===== src/rtl/nbus_target_pkg.sv =====
package nbus_target_pkg;

  localparam logic [3:0] NIB_START  = 4'h0;
  localparam logic [3:0] SYNC_READY = 4'h0;
  localparam logic [3:0] SYNC_SHORT = 4'h5;
  localparam logic [3:0] SYNC_LONG  = 4'h6;
  localparam logic [3:0] NIB_ONES   = 4'hF;

  typedef enum logic [1:0] {
    SEL_CODE,
    SEL_DLO,
    SEL_DHI
  } outSel_e;

  typedef enum logic [3:0] {
    ST_IDLE,
    ST_CTYPE,
    ST_ADDR,
    ST_WDLO,
    ST_WDHI,
    ST_TARIN,
    ST_SYNC,
    ST_DRDY,
    ST_DRDLO,
    ST_DRDHI,
    ST_TAROUT
  } engState_e;

  // Strobes from control to datapath, one set per clock
  typedef struct packed {
    logic       clrAddr;
    logic       shiftAddr;
    logic       loadSpace;
    logic       loadWlo;
    logic       loadWhi;
    logic       capRdata;
    logic       driveNext;
    outSel_e    outSel;
    logic [3:0] outCode;
  } dpStrobe_t;

endpackage


===== src/rtl/nbus_target_dp.sv =====
module nbus_target_dp
  import nbus_target_pkg::*;
#(
  parameter int IO_AW  = 16,
  parameter int MEM_AW = 32
) (
  input  logic              clk,
  input  logic              rstN,
  input  logic [3:0]        busIn,
  input  dpStrobe_t         str,
  input  logic [IO_AW-1:0]  ioBase,
  input  logic [IO_AW-1:0]  ioMask,
  input  logic [MEM_AW-1:0] memBase,
  input  logic [MEM_AW-1:0] memMask,
  input  logic [7:0]        locRdata,
  output logic              addrHit,
  output logic              spaceMem,
  output logic [MEM_AW-1:0] addrQ,
  output logic [7:0]        wdataQ,
  output logic [3:0]        busOut,
  output logic              busOe
);

  logic [MEM_AW-1:0] addrShift;
  logic [7:0]        rdataQ;
  logic              ioHit;
  logic              memHit;
  logic [3:0]        outNext;

  // Address as it will stand once the current nibble is shifted in
  assign addrShift = {addrQ[MEM_AW-5:0], busIn};
  assign ioHit     = ((addrShift[IO_AW-1:0] ^ ioBase) & ioMask) == '0;
  assign memHit    = ((addrShift ^ memBase) & memMask) == '0;
  assign addrHit   = spaceMem ? memHit : ioHit;

  always_comb begin
    unique case (str.outSel)
      SEL_DLO: outNext = rdataQ[3:0];
      SEL_DHI: outNext = rdataQ[7:4];
      default: outNext = str.outCode;
    endcase
  end

  always_ff @(posedge clk or negedge rstN) begin
    if (!rstN) begin
      addrQ    <= '0;
      spaceMem <= 1'b0;
      wdataQ   <= '0;
      rdataQ   <= '0;
      busOut   <= '0;
      busOe    <= 1'b0;
    end else begin
      if (str.clrAddr)        addrQ <= '0;
      else if (str.shiftAddr) addrQ <= addrShift;
      if (str.loadSpace) spaceMem    <= busIn[2];
      if (str.loadWlo)   wdataQ[3:0] <= busIn;
      if (str.loadWhi)   wdataQ[7:4] <= busIn;
      if (str.capRdata)  rdataQ      <= locRdata;
      busOe  <= str.driveNext;
      busOut <= str.driveNext ? outNext : 4'h0;
    end
  end

endmodule


===== src/rtl/nbus_target_ctrl.sv =====
module nbus_target_ctrl
  import nbus_target_pkg::*;
#(
  parameter int IO_AW     = 16,
  parameter int MEM_AW    = 32,
  parameter int SHORT_MAX = 7
) (
  input  logic       clk,
  input  logic       rstN,
  input  logic       frameN,
  input  logic [3:0] busIn,
  input  logic       addrHit,
  input  logic       spaceMem,
  input  logic       locReady,
  output dpStrobe_t  str,
  output logic       locRead,
  output logic       locWrite
);

  localparam int IO_NIBS  = IO_AW / 4;
  localparam int MEM_NIBS = MEM_AW / 4;
  localparam int CNT_W    = $clog2(MEM_NIBS);
  localparam int WAIT_W   = $clog2(SHORT_MAX + 1) + 1;
  localparam logic [CNT_W-1:0]  IO_LAST  = CNT_W'(IO_NIBS - 1);
  localparam logic [CNT_W-1:0]  MEM_LAST = CNT_W'(MEM_NIBS - 1);
  localparam logic [WAIT_W-1:0] WAIT_LIM = WAIT_W'(SHORT_MAX);

  engState_e         state, stateN;
  logic              isWrite, isWriteN;
  logic              tarSecond, tarSecondN;
  logic [CNT_W-1:0]  nibCnt, nibCntN;
  logic [WAIT_W-1:0] waitCnt, waitCntN;
  logic              reqPhase;

  assign reqPhase = ((state == ST_TARIN) && tarSecond) || (state == ST_SYNC);
  assign locRead  = reqPhase && !isWrite && frameN;
  assign locWrite = reqPhase && isWrite && frameN;

  always_comb begin
    str        = '0;
    str.outSel = SEL_CODE;
    stateN     = state;
    isWriteN   = isWrite;
    tarSecondN = tarSecond;
    nibCntN    = nibCnt;
    waitCntN   = waitCnt;
    if (!frameN) begin
      // Low frame: abort whatever runs, and test for a fresh opening nibble
      stateN = (busIn == NIB_START) ? ST_CTYPE : ST_IDLE;
    end else begin
      unique case (state)
        ST_IDLE: stateN = ST_IDLE;
        ST_CTYPE: begin
          if (!busIn[3]) begin
            str.loadSpace = 1'b1;
            str.clrAddr   = 1'b1;
            isWriteN      = busIn[1];
            nibCntN       = '0;
            stateN        = ST_ADDR;
          end else begin
            stateN = ST_IDLE;
          end
        end
        ST_ADDR: begin
          str.shiftAddr = 1'b1;
          if (nibCnt == (spaceMem ? MEM_LAST : IO_LAST)) begin
            tarSecondN = 1'b0;
            if (!addrHit)     stateN = ST_IDLE;
            else if (isWrite) stateN = ST_WDLO;
            else              stateN = ST_TARIN;
          end else begin
            nibCntN = nibCnt + 1'b1;
          end
        end
        ST_WDLO: begin
          str.loadWlo = 1'b1;
          stateN      = ST_WDHI;
        end
        ST_WDHI: begin
          str.loadWhi = 1'b1;
          tarSecondN  = 1'b0;
          stateN      = ST_TARIN;
        end
        ST_TARIN: begin
          if (!tarSecond) begin
            tarSecondN = 1'b1;
          end else begin
            str.driveNext = 1'b1;
            if (locReady) begin
              str.outCode  = SYNC_READY;
              str.capRdata = !isWrite;
              stateN       = ST_DRDY;
            end else begin
              str.outCode = SYNC_SHORT;
              waitCntN    = WAIT_W'(1);
              stateN      = ST_SYNC;
            end
          end
        end
        ST_SYNC: begin
          str.driveNext = 1'b1;
          if (locReady) begin
            str.outCode  = SYNC_READY;
            str.capRdata = !isWrite;
            stateN       = ST_DRDY;
          end else if (waitCnt >= WAIT_LIM) begin
            str.outCode = SYNC_LONG;
          end else begin
            str.outCode = SYNC_SHORT;
            waitCntN    = waitCnt + 1'b1;
          end
        end
        ST_DRDY: begin
          str.driveNext = 1'b1;
          if (isWrite) begin
            str.outCode = NIB_ONES;
            stateN      = ST_TAROUT;
          end else begin
            str.outSel = SEL_DLO;
            stateN     = ST_DRDLO;
          end
        end
        ST_DRDLO: begin
          str.driveNext = 1'b1;
          str.outSel    = SEL_DHI;
          stateN        = ST_DRDHI;
        end
        ST_DRDHI: begin
          str.driveNext = 1'b1;
          str.outCode   = NIB_ONES;
          stateN        = ST_TAROUT;
        end
        ST_TAROUT: stateN = ST_IDLE;
        default:   stateN = ST_IDLE;
      endcase
    end
  end

  always_ff @(posedge clk or negedge rstN) begin
    if (!rstN) begin
      state     <= ST_IDLE;
      isWrite   <= 1'b0;
      tarSecond <= 1'b0;
      nibCnt    <= '0;
      waitCnt   <= '0;
    end else begin
      state     <= stateN;
      isWrite   <= isWriteN;
      tarSecond <= tarSecondN;
      nibCnt    <= nibCntN;
      waitCnt   <= waitCntN;
    end
  end


  req_hold_chk: assert property (@(posedge clk) disable iff (!rstN)
    ((locRead || locWrite) && !locReady) |=> ((locRead || locWrite) || !frameN));


  req_drop_chk: assert property (@(posedge clk) disable iff (!rstN)
    ((locRead || locWrite) && locReady) |=> !(locRead || locWrite));

endmodule


===== src/rtl/nbus_target.sv =====
module nbus_target
  import nbus_target_pkg::*;
#(
  parameter int IO_AW     = 16,
  parameter int MEM_AW    = 32,
  parameter int SHORT_MAX = 7
) (
  input  logic              clk,
  input  logic              rstN,
  input  logic              frameN,
  input  logic [3:0]        busIn,
  output logic [3:0]        busOut,
  output logic              busOe,
  input  logic [IO_AW-1:0]  ioBase,
  input  logic [IO_AW-1:0]  ioMask,
  input  logic [MEM_AW-1:0] memBase,
  input  logic [MEM_AW-1:0] memMask,
  output logic [MEM_AW-1:0] locAddr,
  output logic              locIsMem,
  output logic              locRead,
  output logic              locWrite,
  output logic [7:0]        locWdata,
  input  logic [7:0]        locRdata,
  input  logic              locReady
);

  dpStrobe_t str;
  logic      addrHit;
  logic      spaceMem;

  nbus_target_ctrl #(
    .IO_AW(IO_AW), .MEM_AW(MEM_AW), .SHORT_MAX(SHORT_MAX)
  ) i_ctrl (
    .clk(clk), .rstN(rstN), .frameN(frameN), .busIn(busIn),
    .addrHit(addrHit), .spaceMem(spaceMem), .locReady(locReady),
    .str(str), .locRead(locRead), .locWrite(locWrite)
  );

  nbus_target_dp #(
    .IO_AW(IO_AW), .MEM_AW(MEM_AW)
  ) i_dp (
    .clk(clk), .rstN(rstN), .busIn(busIn), .str(str),
    .ioBase(ioBase), .ioMask(ioMask), .memBase(memBase), .memMask(memMask),
    .locRdata(locRdata), .addrHit(addrHit), .spaceMem(spaceMem),
    .addrQ(locAddr), .wdataQ(locWdata), .busOut(busOut), .busOe(busOe)
  );

  assign locIsMem = spaceMem;


  abort_release_chk: assert property (@(posedge clk) disable iff (!rstN)
    !frameN |=> !busOe);


  oe_rise_chk: assert property (@(posedge clk) disable iff (!rstN)
    $rose(busOe) |-> $past(locRead || locWrite));


  long_wait_chk: assert property (@(posedge clk) disable iff (!rstN)
    (busOe && (busOut == SYNC_LONG) && (locRead || locWrite))
      |=> (!busOe || busOut == SYNC_LONG || busOut == SYNC_READY));

endmodule


===== config.mk =====
export PLATFORM = sky130hd
export DESIGN_NAME = nbus_target
export DESIGN_NICKNAME = d
export VERILOG_FILES = /design/src/rtl/nbus_target_pkg.sv /design/src/rtl/nbus_target_dp.sv /design/src/rtl/nbus_target_ctrl.sv /design/src/rtl/nbus_target.sv
export SDC_FILE = /design/constraint.sdc
export NUM_CORES = 1
export LEC_CHECK = 0
export BUFFER_PORTS_ARGS = -buffer_cell sky130_fd_sc_hd__clkbuf_2
export CORE_ASPECT_RATIO = 1.1
export CORE_UTILIZATION = 45
export CTS_CLUSTER_SIZE = 12
export DETAILED_ROUTE_END_ITERATION = 10
export GPL_ROUTABILITY_DRIVEN = 0
export GPL_TIMING_DRIVEN = 1
export MAX_ROUTING_LAYER = met4
export PLACE_DENSITY_LB_ADDON = 0.12
export SYNTH_ARGS = -nofsm -noshare
export SYNTH_HDL_FRONTEND = slang
export SYNTH_HIERARCHICAL = 1
export SYNTH_SLANG_ARGS = --single-unit

===== constraint.sdc =====
create_clock -name clk -period 4.8 [get_ports clk]
set_input_delay 1.2 -clock clk [delete_from_list [all_inputs] [get_ports clk]]
set_output_delay 1.2 -clock clk [all_outputs]
set_load 0.03 [all_outputs]

==> results of run 1 <==
flip-flops by register name, summed over array words and instances, names as in the netlist:
name and count:
i_dp/busOut 4, i_dp/spaceMem 1, i_dp/wdataQ 8, i_dp/busOe 1
i_ctrl/tarSecond 1, i_dp/rdataQ 8, i_ctrl/waitCnt 4, i_ctrl/nibCnt 3
i_ctrl/isWrite 1, i_dp/addrQ 32, i_ctrl/state 4
worst max path at each step:
stage | from | end | slack (ns)
2_1_floorplan | frameN | locRead | 1.51
5_1_grt | i_ctrl/state[1] | locRead | 1.37
3_3_place_gp | busIn[1] | i_ctrl/state[0] | 1.49
6_report | frameN | locWrite | 1.46
3_5_place_dp | frameN | locRead | 1.47
4_1_cts | frameN | locRead | 1.47
metal layers:
layer	routed length [µm]	vias to the layer above	part of all wire	track usage
met2	5320	139	0.51	0.413
met3	542	17	0.052	0.0474
met5	0	-	0	-
met4	174	0	0.017	0.0769
met1	4300	1655	0.42	0.287
li1	-	1640	-	-
synth_stat cells, types with 7 or more instances:
master | number | area [µm²]
and2_1 | 7 | 43.8
xor2_1 | 48 | 420
nor2_1 | 41 | 154
nand2_1 | 18 | 67.6
dfrtp_1 | 67 | 1680
mux2_2 | 17 | 191
inv_1 | 9 | 33.8
a21oi_1 | 9 | 45.0
o21ai_0 | 10 | 50.1
mux2i_1 | 35 | 350
a22oi_1 | 14 | 105
per-stage QoR:
step	utilization	worst slack (ns)	std cells	total power, mW
final	0.598	1.46	644	1.36
after global routing	0.598	1.37	644	1.42
after CTS	0.598	1.47	644	1.37
after detailed placement	0.568	1.47	628	0.790
after global placement	0.568	1.49	628	0.785
after floorplan	-	1.51	372	0.692
logic make-up (layout without fill, tap and decap cells):
group,after synthesis,after routing
adder cells (fa/ha/maj),4,4
flip-flops,67,67
buffers and inverters,26,187
XOR/XNOR,50,50
AND/OR/NAND/NOR,107,107
multiplexers,53,53
AO/OA/AOI/OAI,65,65
power breakdown:
group	internal [mW]	switching, mW
registers	0.581	0.0217
logic	0.0787	0.0955
clock network	0.349	0.235
total	1.01	0.353
worst reg2reg max path, cell delays in order, from the launching register on:
cell and delay (ns):
dfrtp_1 0.58, or3b_4 0.53, nor2_4 0.93, mux2i_1 0.31, nor2_1 0.06
cells in the final DEF, fill, tap and decap left out, types with 2 or more instances in the layout:
| cell type | count |
|---|---|
| a21oi_1 | 9 |
| a221oi_1 | 4 |
| a222oi_1 | 2 |
| a22o_1 | 5 |
| a22oi_1 | 14 |
| a2bb2oi_1 | 3 |
| and2_1 | 7 |
| buf_4 | 2 |
| bufinv_16 | 3 |
| clkbuf_2 | 158 |
| clkbuf_8 | 9 |
| clkinv_4 | 2 |
| dfrtp_1 | 67 |
| ha_1 | 4 |
| inv_1 | 9 |
| mux2_2 | 17 |
| mux2i_1 | 35 |
| nand2_1 | 18 |
| nand2b_1 | 4 |
| nand3_1 | 3 |
| nand3b_1 | 2 |
| nand4_1 | 3 |
| nor2_1 | 40 |
| nor2b_1 | 2 |
| nor3_1 | 6 |
| nor3b_1 | 2 |
| nor4_1 | 3 |
| o21a_1 | 5 |
| o21ai_0 | 10 |
| o41ai_1 | 2 |
| or3b_2 | 2 |
| xnor2_1 | 2 |
| xor2_1 | 48 |
layout make-up:
type	count	area, µm²
fillers	787	3380
multi-input cells	279	2110
repair buffers	161	811
well taps	111	139
clock buffers	9	124
flip-flops and latches	67	1680
clock inverters	7	124
inverters	10	38.8
==> results.ini, run 1 <==
[global_route]
grt_pass1_vias = 3395
globalRouteTotalUtil = 0.242
antenna_found_initial = 0
grt_first_pass_wirelength_mm = 16.4
grt_remaining_overflow = 0
grt_max_degree = 44

[cts]
cts_setup_buffers = 0
root_buffer = clkbuf_8
insertion_delay_ns = 0.35
cts_buffer_depth = 2
cts-resized-gates = 0
clkTransAtPathRegs_ns = 0.08
cts_tree = done
cts.htree.levels = 3
cts_hold_buf = 0
clock-sinks = 67
cts_inserted_buffers = 9

[yosys]
synth_top_family_by_area = simple AND/OR/NAND/NOR gates
synth-compound-area-share = 0.126
ys_ff_latch = 67
netlist-cell-type-count = 58
synth-simple-area-share = 0.146
syn_avg_cell_area_um2 = 10.5
synthFlopType = dfrtp_1
synth_area_um2 = 3900
yosysWarnings = 6
synthAdderAreaFrac = 0.0128
synthArstFlopShare = 1.00
syn_nets = 488
seq_area_frac_synth = 0.430
synthCells = 372
synth_edf_count = 0
synthMuxAreaShare = 0.142
synth_xor_area_frac = 0.112

[worst_setup_path]
crit_required_ns = 3.60
timing.rr.start = i_ctrl/state[2]
cpMostUsedCell = clkbuf_2
timing.rr.end = i_dp/addrQ[6]
cp_num_cells = 5
rrSetupSlack_ns = 2.27
crit_path_max_fanout = 10
startpoint_type = input pin
crit_buf_inv = 2
path_class = in -> out
end_kind = primary output
cpPeakStageDelay_ns = 0.29
critical_path.top_delay_family = buffers and inverters
rr_worst_depth = 4
crit_slowest_cell = a21o_1
worstPathArrival_ns = 2.14
cp_cell_sequence = clkbuf_2 > nand3b_1 > a21o_1 > nor2_1 > clkbuf_2

[final_layout]
syn_to_final_growth_pct = 28.8
diodes = 0
drive_gt1_frac = 0.392
final_area_um2 = 5030
fin_nets = 644

[outcome]
outcome = finished clean

[hold_path]
holdCritStartpoint = i_ctrl/nibCnt[0]
hp-class = reg -> reg
hold_depth = 1
holdPathEnd = i_ctrl/nibCnt[0]

[detailed_routing]
wl_per_cell_um = 16.1
routed_wl_mm = 10.3
drt_pre_antenna_iters = 5
drc = 0
ant_nets = 0
viasPerCell = 5.36
first_iter_violations = 135
vias = 3451

[placed_design]
io_buffers = 159
dp_hpwl_mm = 7.90
dpl_cell_area_um2 = 4780

[timing]
worst_slew_pin_slew_ns = 1.19
skew_ns = 0.0108
hold_violations = 0
slew_violations = 0
period_share = 0.695
rsz0062_at_grt = no
setup_viol_count_final = 0
maxSlewHeadroom = 0.205
post-route-min-period_ns = 3.34
fmax_mhz = 300
hold_slack_ns = 0.512
fin_tns_setup_ns = 0

[floorplan]
core_region_area_um2 = 8410
io_pins = 160
die_area_um2 = 9050
start_util = 0.464
fp.dieW_um = 90.8
num_rows = 35
die_height_um = 99.7

[power_and_ir_drop]
ir_drop_mv = 0.139
p_per_area_nw_per_um2 = 271
power_leakage_nw = 2.59

[run]
drv_cap = 0

Note: power is estimated with default switching activity, not from simulation.
==> run 2, diff against run 1 <==
--- a/config.mk
+++ b/config.mk
@@ -5,6 +5,7 @@
 export SDC_FILE = /design/constraint.sdc
 export NUM_CORES = 1
 export LEC_CHECK = 0
+export ABC_AREA = 1
 export BUFFER_PORTS_ARGS = -buffer_cell sky130_fd_sc_hd__clkbuf_2
 export CORE_ASPECT_RATIO = 1.1
 export CORE_UTILIZATION = 45
==> constraint.sdc (replaced) <==
create_clock -name clk -period 2.7 [get_ports clk]
set_input_delay 0.675 -clock clk [delete_from_list [all_inputs] [get_ports clk]]
set_output_delay 0.675 -clock clk [all_outputs]
set_load 0.03 [all_outputs]
==> run 2 against run 1 <==
Sequential cell count unchanged. Sequential power up 99%. Critical path depth grew 3. Synthesized area increased by 4.5%. Wire length grew 7.2%. Hold slack worse by 0.25 ns. Via count grew 23%. Largest power group unchanged. Synthesized cell count grew 53%. Cell count grew 32%. Count of clock-buffer cells in the layout is 2 higher. Setup slack worse by 1.2 ns.
==> results.ini, run 2 <==
[outcome]
outcome = finished clean

[timing]
rsz0062_at_grt = no
post-route-min-period_ns = 2.44
worst_slew_pin_slew_ns = 0.453  ; -0.737 ns
slew_violations = 0  ; unchanged
hold_slack_ns = 0.261  ; -0.251 ns
fmax_mhz = 410
period_share = 0.903
maxSlewHeadroom = 0.697  ; +0.492
fin_tns_setup_ns = 0  ; unchanged
hold_violations = 0  ; unchanged
fin_ws_ns = 0.261  ; -1.20 ns
skew_ns = 0.0117  ; +0.000917 ns
setup_viol_count_final = 0  ; unchanged

[final_layout]
syn_to_final_growth_pct = 28.0
final_common_cell = nand2_1
final_cell_mix = nand2_1, clkbuf_2, nand3_1
regMostFlops = i_dp/addrQ
largest_reg_flops = 32  ; unchanged
fin_nets = 850  ; +32%
diodes = 0  ; unchanged
reg.largest.list = i_dp/addrQ (32), i_dp/rdataQ (8), i_dp/wdataQ (8)
stdcell_count = 853  ; +32%
drive_gt1_frac = 0.314  ; -0.0782

[detailed_routing]
ant_nets = 0  ; unchanged
vias = 4234  ; +23%
first_iter_violations = 171  ; +27%
drc = 0  ; unchanged
routed_wl_mm = 11.1  ; +7.2%
wl_per_cell_um = 13.0  ; -19%
viasPerCell = 4.96  ; -7.4%
drt_pre_antenna_iters = 7  ; +2

[power_and_ir_drop]
p_switching_uw = 913  ; +160%
pwr-share-clk = 0.325  ; -0.104
power_frac_seq = 0.444  ; about the same
p_per_area_nw_per_um2 = 519  ; +92%
power_leakage_nw = 2.92  ; +13%
combPwrFrac = 0.231  ; +0.103
p_sw_frac = 0.337  ; +0.0782
ir_drop_mv = 0.286  ; +110%
p_int_mw = 1.79  ; +78%

[cts]
clkTransAtPathRegs_ns = 0.08  ; about the same
cts_buffer_depth = 2  ; unchanged
clock-sinks = 67  ; unchanged
cts-resized-gates = 0  ; unchanged
cts_tree = done
cts_inserted_buffers = 9  ; unchanged
cts.htree.levels = 3  ; unchanged
cts_hold_buf = 0  ; unchanged
insertion_delay_ns = 0.35  ; about the same
cts_setup_buffers = 0  ; unchanged
root_buffer = clkbuf_8

[worst_setup_path]
cp_cell_sequence = inv_2 > nand2_2 > nor2_4 > nand2_2 > nand2_1 > nand2_1 > nor2_1 > clkbuf_2
timing.rr.end = i_dp/rdataQ[1]
rrSetupSlack_ns = 0.76  ; -1.51 ns
cpPeakStageDelay_ns = 0.45  ; +0.16 ns
end_kind = primary output
crit_slowest_cell = dfrtp_1
worstPathArrival_ns = 1.76  ; -0.38 ns
path_class = reg -> out
timing.rr.start = i_ctrl/state[1]
rr_worst_depth = 9  ; +5
startpoint_type = flop
critical_path.top_delay_family = simple AND/OR/NAND/NOR gates
crit_path_max_fanout = 5  ; -5
crit_required_ns = 2.03  ; -1.57 ns
crit_buf_inv = 2  ; unchanged

[yosys]
synthCells = 569  ; +53%
synthAdderAreaFrac = 0.0123  ; -0.000551
synthMuxAreaShare = 0.0276  ; -0.114
synth_xor_area_frac = 0.00215  ; -0.110
yosysMostFrequentCell = nand2_1
yosysTopAreaCellShare = 0.411  ; -0.0185
syn_nets = 685  ; +40%
yosysWarnings = 6  ; unchanged
ys_ff_latch = 67  ; unchanged
ys_top_cells_by_count = nand2_1, nand3_1, inv_1, dfrtp_1, nor2_1
synth_area_leaders = dfrtp_1, nand2_1, nand3_1
synth_edf_count = 0  ; unchanged
synth_area_um2 = 4080  ; +4.5%
synth_top_family_by_area = simple AND/OR/NAND/NOR gates
synthArstFlopShare = 1.00  ; unchanged
seq_area_frac_synth = 0.411  ; -0.0185
synthFlopType = dfrtp_1
synth-compound-area-share = 0.0893  ; -0.0370
synth-simple-area-share = 0.371  ; +0.225
post-synth-top-area-cell = dfrtp_1
syn_avg_cell_area_um2 = 7.17  ; -32%
netlist-cell-type-count = 32  ; -45%

[floorplan]
die_height_um = 102  ; +2.2%
fp.dieW_um = 92.8  ; +2.2%
start_util = 0.462  ; -0.00226
io_pins = 160  ; unchanged
num_rows = 36  ; +2.9%
core_region_area_um2 = 8830  ; +5.0%
die_area_um2 = 9450  ; +4.4%

[placed_design]
dp_cells = 837  ; +33%
dp_hpwl_mm = 8.94  ; +13%
dpl_worst_slack_ns = 0.401  ; -1.07 ns
io_buffers = 159  ; unchanged

[global_route]
grt_pass1_vias = 3804  ; +12%
grt_first_pass_wirelength_mm = 17.6  ; +6.9%
antenna_found_initial = 0  ; unchanged
grt_remaining_overflow = 0  ; unchanged
globalRouteTotalUtil = 0.247  ; +0.00588
grt_max_degree = 28  ; -36%

[hold_path]
hp-class = in -> async

[run]
drv_cap = 0  ; unchanged

## run 2: cell types whose count changed in the layout (fill, tap and decap cells not counted), sizes merged, moves of 14 or more
cell	previous run	this run
or2	1	25
mux2i	35	0
a22oi	14	0
nand3	3	80
inv	10	80
o21ai	10	40
xor2	48	1
nand2	18	174
## run 2: per-stage QoR
| stage | util | instance area, µm² | power (mW) |
|---|---|---|---|
| 5_1_grt | 0.591 | 5220 | 2.86 |
| 4_1_cts | 0.591 | 5220 | 2.74 |
| 3_3_place_gp | 0.567 | 5010 | 1.84 |
| 3_5_place_dp | 0.567 | 5010 | 1.85 |
| 2_1_floorplan | - | 4080 | 1.57 |
| 6_report | 0.591 | 5220 | 2.71 |
## run 2: routing by layer
layer | vias up | track usage | wire length [µm]
li1 | 2150 | - | -
met1 | 1949 | 0.286 | 4520
met2 | 124 | 0.440 | 5820
met3 | 11 | 0.0432 | 630
met4 | 0 | 0.0734 | 115
met5 | - | - | 0
## run 2: cell type report
type | count | area (µm²)
Timing Repair Buffer | 165 | 841
Clock buffer | 11 | 151
Fill cell | 853 | 3610
Inverter | 79 | 297
Tap cell | 114 | 143
Multi-Input combinational cell | 412 | 2050
Clock inverter | 5 | 60.1
Sequential cell | 67 | 1680
## run 2: worst max-delay path by stage
| stage | start | depth (start not counted) | end |
|---|---|---|---|
| 2_1_floorplan | frameN | 9 | i_dp/busOut[3] |
| 4_1_cts | i_ctrl/state[1] | 8 | locRead |
| 6_report | i_ctrl/state[1] | 8 | locRead |
| 3_5_place_dp | frameN | 8 | i_dp/busOut[2] |
| 5_1_grt | i_ctrl/state[1] | 8 | locWrite |
| 3_3_place_gp | frameN | 8 | i_dp/busOut[1] |
## run 2: worst reg2reg max path: cells and delay by family (launching register included)
kind | cells | cell delay (ns)
buf+inv | 2 | 0.30
flops | 1 | 0.45
mux | 1 | 0.35
simple gates | 6 | 0.73
## run 2: power by group through the flow
stage / Clock, mW / Combinational (mW) / Sequential (mW)
2_1_floorplan: 0 / 0.227 / 1.34
3_3_place_gp: 0 / 0.619 / 1.22
3_5_place_dp: 0 / 0.630 / 1.22
4_1_cts: 0.905 / 0.632 / 1.20
5_1_grt: 0.948 / 0.696 / 1.22
6_report: 0.880 / 0.624 / 1.20
## run 2: cells by family after synthesis
kind of cell	after synthesis
AND/OR/NAND/NOR	330
AO/OA/AOI/OAI	67
multiplexers	10
flip-flops	67
adder cells (fa/ha/maj)	4
XOR/XNOR	1
buffers and inverters	90
==> run 3, diff against run 2 <==
--- a/config.mk
+++ b/config.mk
@@ -15,6 +15,7 @@
 export GPL_TIMING_DRIVEN = 1
 export MAX_ROUTING_LAYER = met4
 export PLACE_DENSITY_LB_ADDON = 0.12
+export SETUP_SLACK_MARGIN = 0.5
 export SYNTH_ARGS = -nofsm -noshare
 export SYNTH_HDL_FRONTEND = slang
 export SYNTH_HIERARCHICAL = 1
==> run 3 against run 2 <==
Critical endpoint is now locWrite. Hold slack better by 0.065 ns. Global-route usage up 0.81 points. Highest routed layer unchanged. Die area unchanged.
==> results.ini, run 3 (synthesized netlist as in run 2, its figures left out) <==
[outcome]
outcome = finished clean

[floorplan]
fp.dieW_um = 92.8  ; unchanged
start_util = 0.462  ; unchanged
die_height_um = 102  ; unchanged
core_region_area_um2 = 8830  ; unchanged
io_pins = 160  ; unchanged
num_rows = 36  ; unchanged
die_area_um2 = 9450  ; unchanged

[power_and_ir_drop]
power_leakage_nw = 2.99  ; +2.5%
design_power_total_mw = 2.87  ; +5.9%
ir_drop_mv = 0.437  ; +53%
p_per_area_nw_per_um2 = 533  ; +2.7%

[worst_setup_path]
crit_required_ns = 2.03  ; about the same
worstPathArrival_ns = 1.49  ; -0.27 ns
rrSetupSlack_ns = 0.78  ; +0.02 ns
timing.rr.start = i_ctrl/state[1]
critPathLaunch = i_ctrl/state[1]
path_class = reg -> out
startpoint_type = flop
end_kind = primary output
crit_path_max_fanout = 4  ; -1

[final_layout]
syn_to_final_growth_pct = 31.9
final.fill_count = 846  ; -0.82%
final_cell_mix = nand2_1, clkbuf_2, nand3_1
largest_reg_flops = 32  ; unchanged
fin_util = 0.609  ; +0.0184
final_area_um2 = 5380  ; +3.1%
regMostFlops = i_dp/addrQ
diodes = 0  ; unchanged
final_common_cell = nand2_1
drive_gt1_frac = 0.332  ; +0.0181
reg.largest.list = i_dp/addrQ (32), i_dp/rdataQ (8), i_dp/wdataQ (8)
fin_nets = 861  ; +1.3%

[cts]
insertion_delay_ns = 0.35  ; about the same
cts.htree.levels = 3  ; unchanged
clock-sinks = 67  ; unchanged
clkTransAtPathRegs_ns = 0.08  ; about the same
root_buffer = clkbuf_8
cts_inserted_buffers = 9  ; unchanged
cts_hold_buf = 0  ; unchanged
cts_tree = done
cts_buffer_depth = 2  ; unchanged

[detailed_routing]
routed_wl_mm = 11.6  ; +4.7%
drc = 0  ; unchanged
ant_nets = 0  ; unchanged
wl_per_cell_um = 13.4  ; +3.4%
first_iter_violations = 182  ; +6.4%
vias = 4333  ; +2.3%
viasPerCell = 5.02  ; +1.0%
drt_pre_antenna_iters = 5  ; -2

[timing]
setup_viol_count_final = 0  ; unchanged
post-route-min-period_ns = 2.16  ; -0.279 ns
fmax_mhz = 463  ; +13%
worst_slew_pin_slew_ns = 0.600  ; +0.147 ns
rsz0062_at_grt = yes
period_share = 0.800  ; -0.103
skew_ns = 0.00927  ; -0.00245 ns
hold_violations = 0  ; unchanged
fin_tns_setup_ns = 0  ; unchanged
slew_violations = 0  ; unchanged
maxSlewHeadroom = 0.600  ; -0.0970

[global_route]
grt_pass1_vias = 4006  ; +5.3%
globalRouteTotalUtil = 0.255  ; +0.00809
grt_first_pass_wirelength_mm = 18.3  ; +4.0%
grt_remaining_overflow = 0  ; unchanged
grt_max_degree = 28  ; unchanged
antenna_found_initial = 0  ; unchanged

[run]
drv_cap = 0  ; unchanged

[placed_design]
dp_hpwl_mm = 9.15  ; +2.3%
io_buffers = 159  ; unchanged
dpl_cell_area_um2 = 5010  ; +0.13%

[hold_path]
hp-class = in -> async

-- run 3: changes by cell type in the layout (fill, tap and decap cells not counted), moves of 2 or more --
cell,delta
buf_4,+11
buf_6,+2
bufinv_16,+2
clkbuf_2,-2
dfrtp_1,-2
dfrtp_2,+2
nand2_1,-2
nand2_4,+2
-- run 3: repair_timing --
action / 4_1_cts / 5_1_grt
setup buffers: 9 / 2
resized for setup: 10 / 4
gates cloned: 0 / 0
setup endpoints to repair: 2 / 2
pin swaps: 2 / 1
-- run 3: worst max-delay path, stage by stage (launching register included) --
cell and delay [ns]:
dfrtp_1 0.42, buf_6 0.13, nand2_4 0.06, inv_4 0.06, nand2_4 0.07, nand2_2 0.07
nand2_2 0.06, nor2_1 0.10, buf_4 0.16
-- run 3: worst paths after layout --
kind / to / depth (start not counted)
worst max-delay path: locWrite / 8
worst min-delay path: i_dp/addrQ[16] / 1
worst max register to register: i_dp/rdataQ[3] / 10
worst min register to register: i_dp/addrQ[31] / 2
max in group asynchronous: i_dp/busOut[2] / 2
min in group clk: i_dp/addrQ[31] / 2
-- run 3: through the flow --
stage	instances	hold WS [ns]	setup slack, ns
2_1_floorplan	569	0.379	0.522
3_3_place_gp	837	0.457	0.531
3_5_place_dp	837	0.475	0.443
4_1_cts	862	0.332	0.512
5_1_grt	864	0.355	0.467
6_report	864	0.326	0.540
-- run 3: power breakdown --
part | leakage, nW | internal [mW] | total, mW | switching (mW)
sequential | 0.882 | 1.09 | 1.21 | 0.119
combinational | 1.98 | 0.227 | 0.626 | 0.399
clock | 0.126 | 0.640 | 1.03 | 0.394
total | 2.99 | 1.95 | 2.87 | 0.912
-- run 3: metal layers --
layer / share of wire / track usage / up-vias
met4: 0.016 / 0.0852 / 0
met3: 0.056 / 0.0372 / 19
met2: 0.52 / 0.463 / 133
li1: - / - / 2176
met5: 0 / - / -
met1: 0.41 / 0.289 / 2005
-- run 3: cell type report --
cell class | count | area, µm² | share of cell area
Inverter | 79 | 299 | 0.0556
Tap cell | 114 | 143 | 0.0265
Multi-Input combinational cell | 412 | 2070 | 0.385
Timing Repair Buffer | 176 | 936 | 0.174
Sequential cell | 67 | 1680 | 0.312
Clock buffer | 10 | 138 | 0.0256
Clock inverter | 6 | 113 | 0.0209
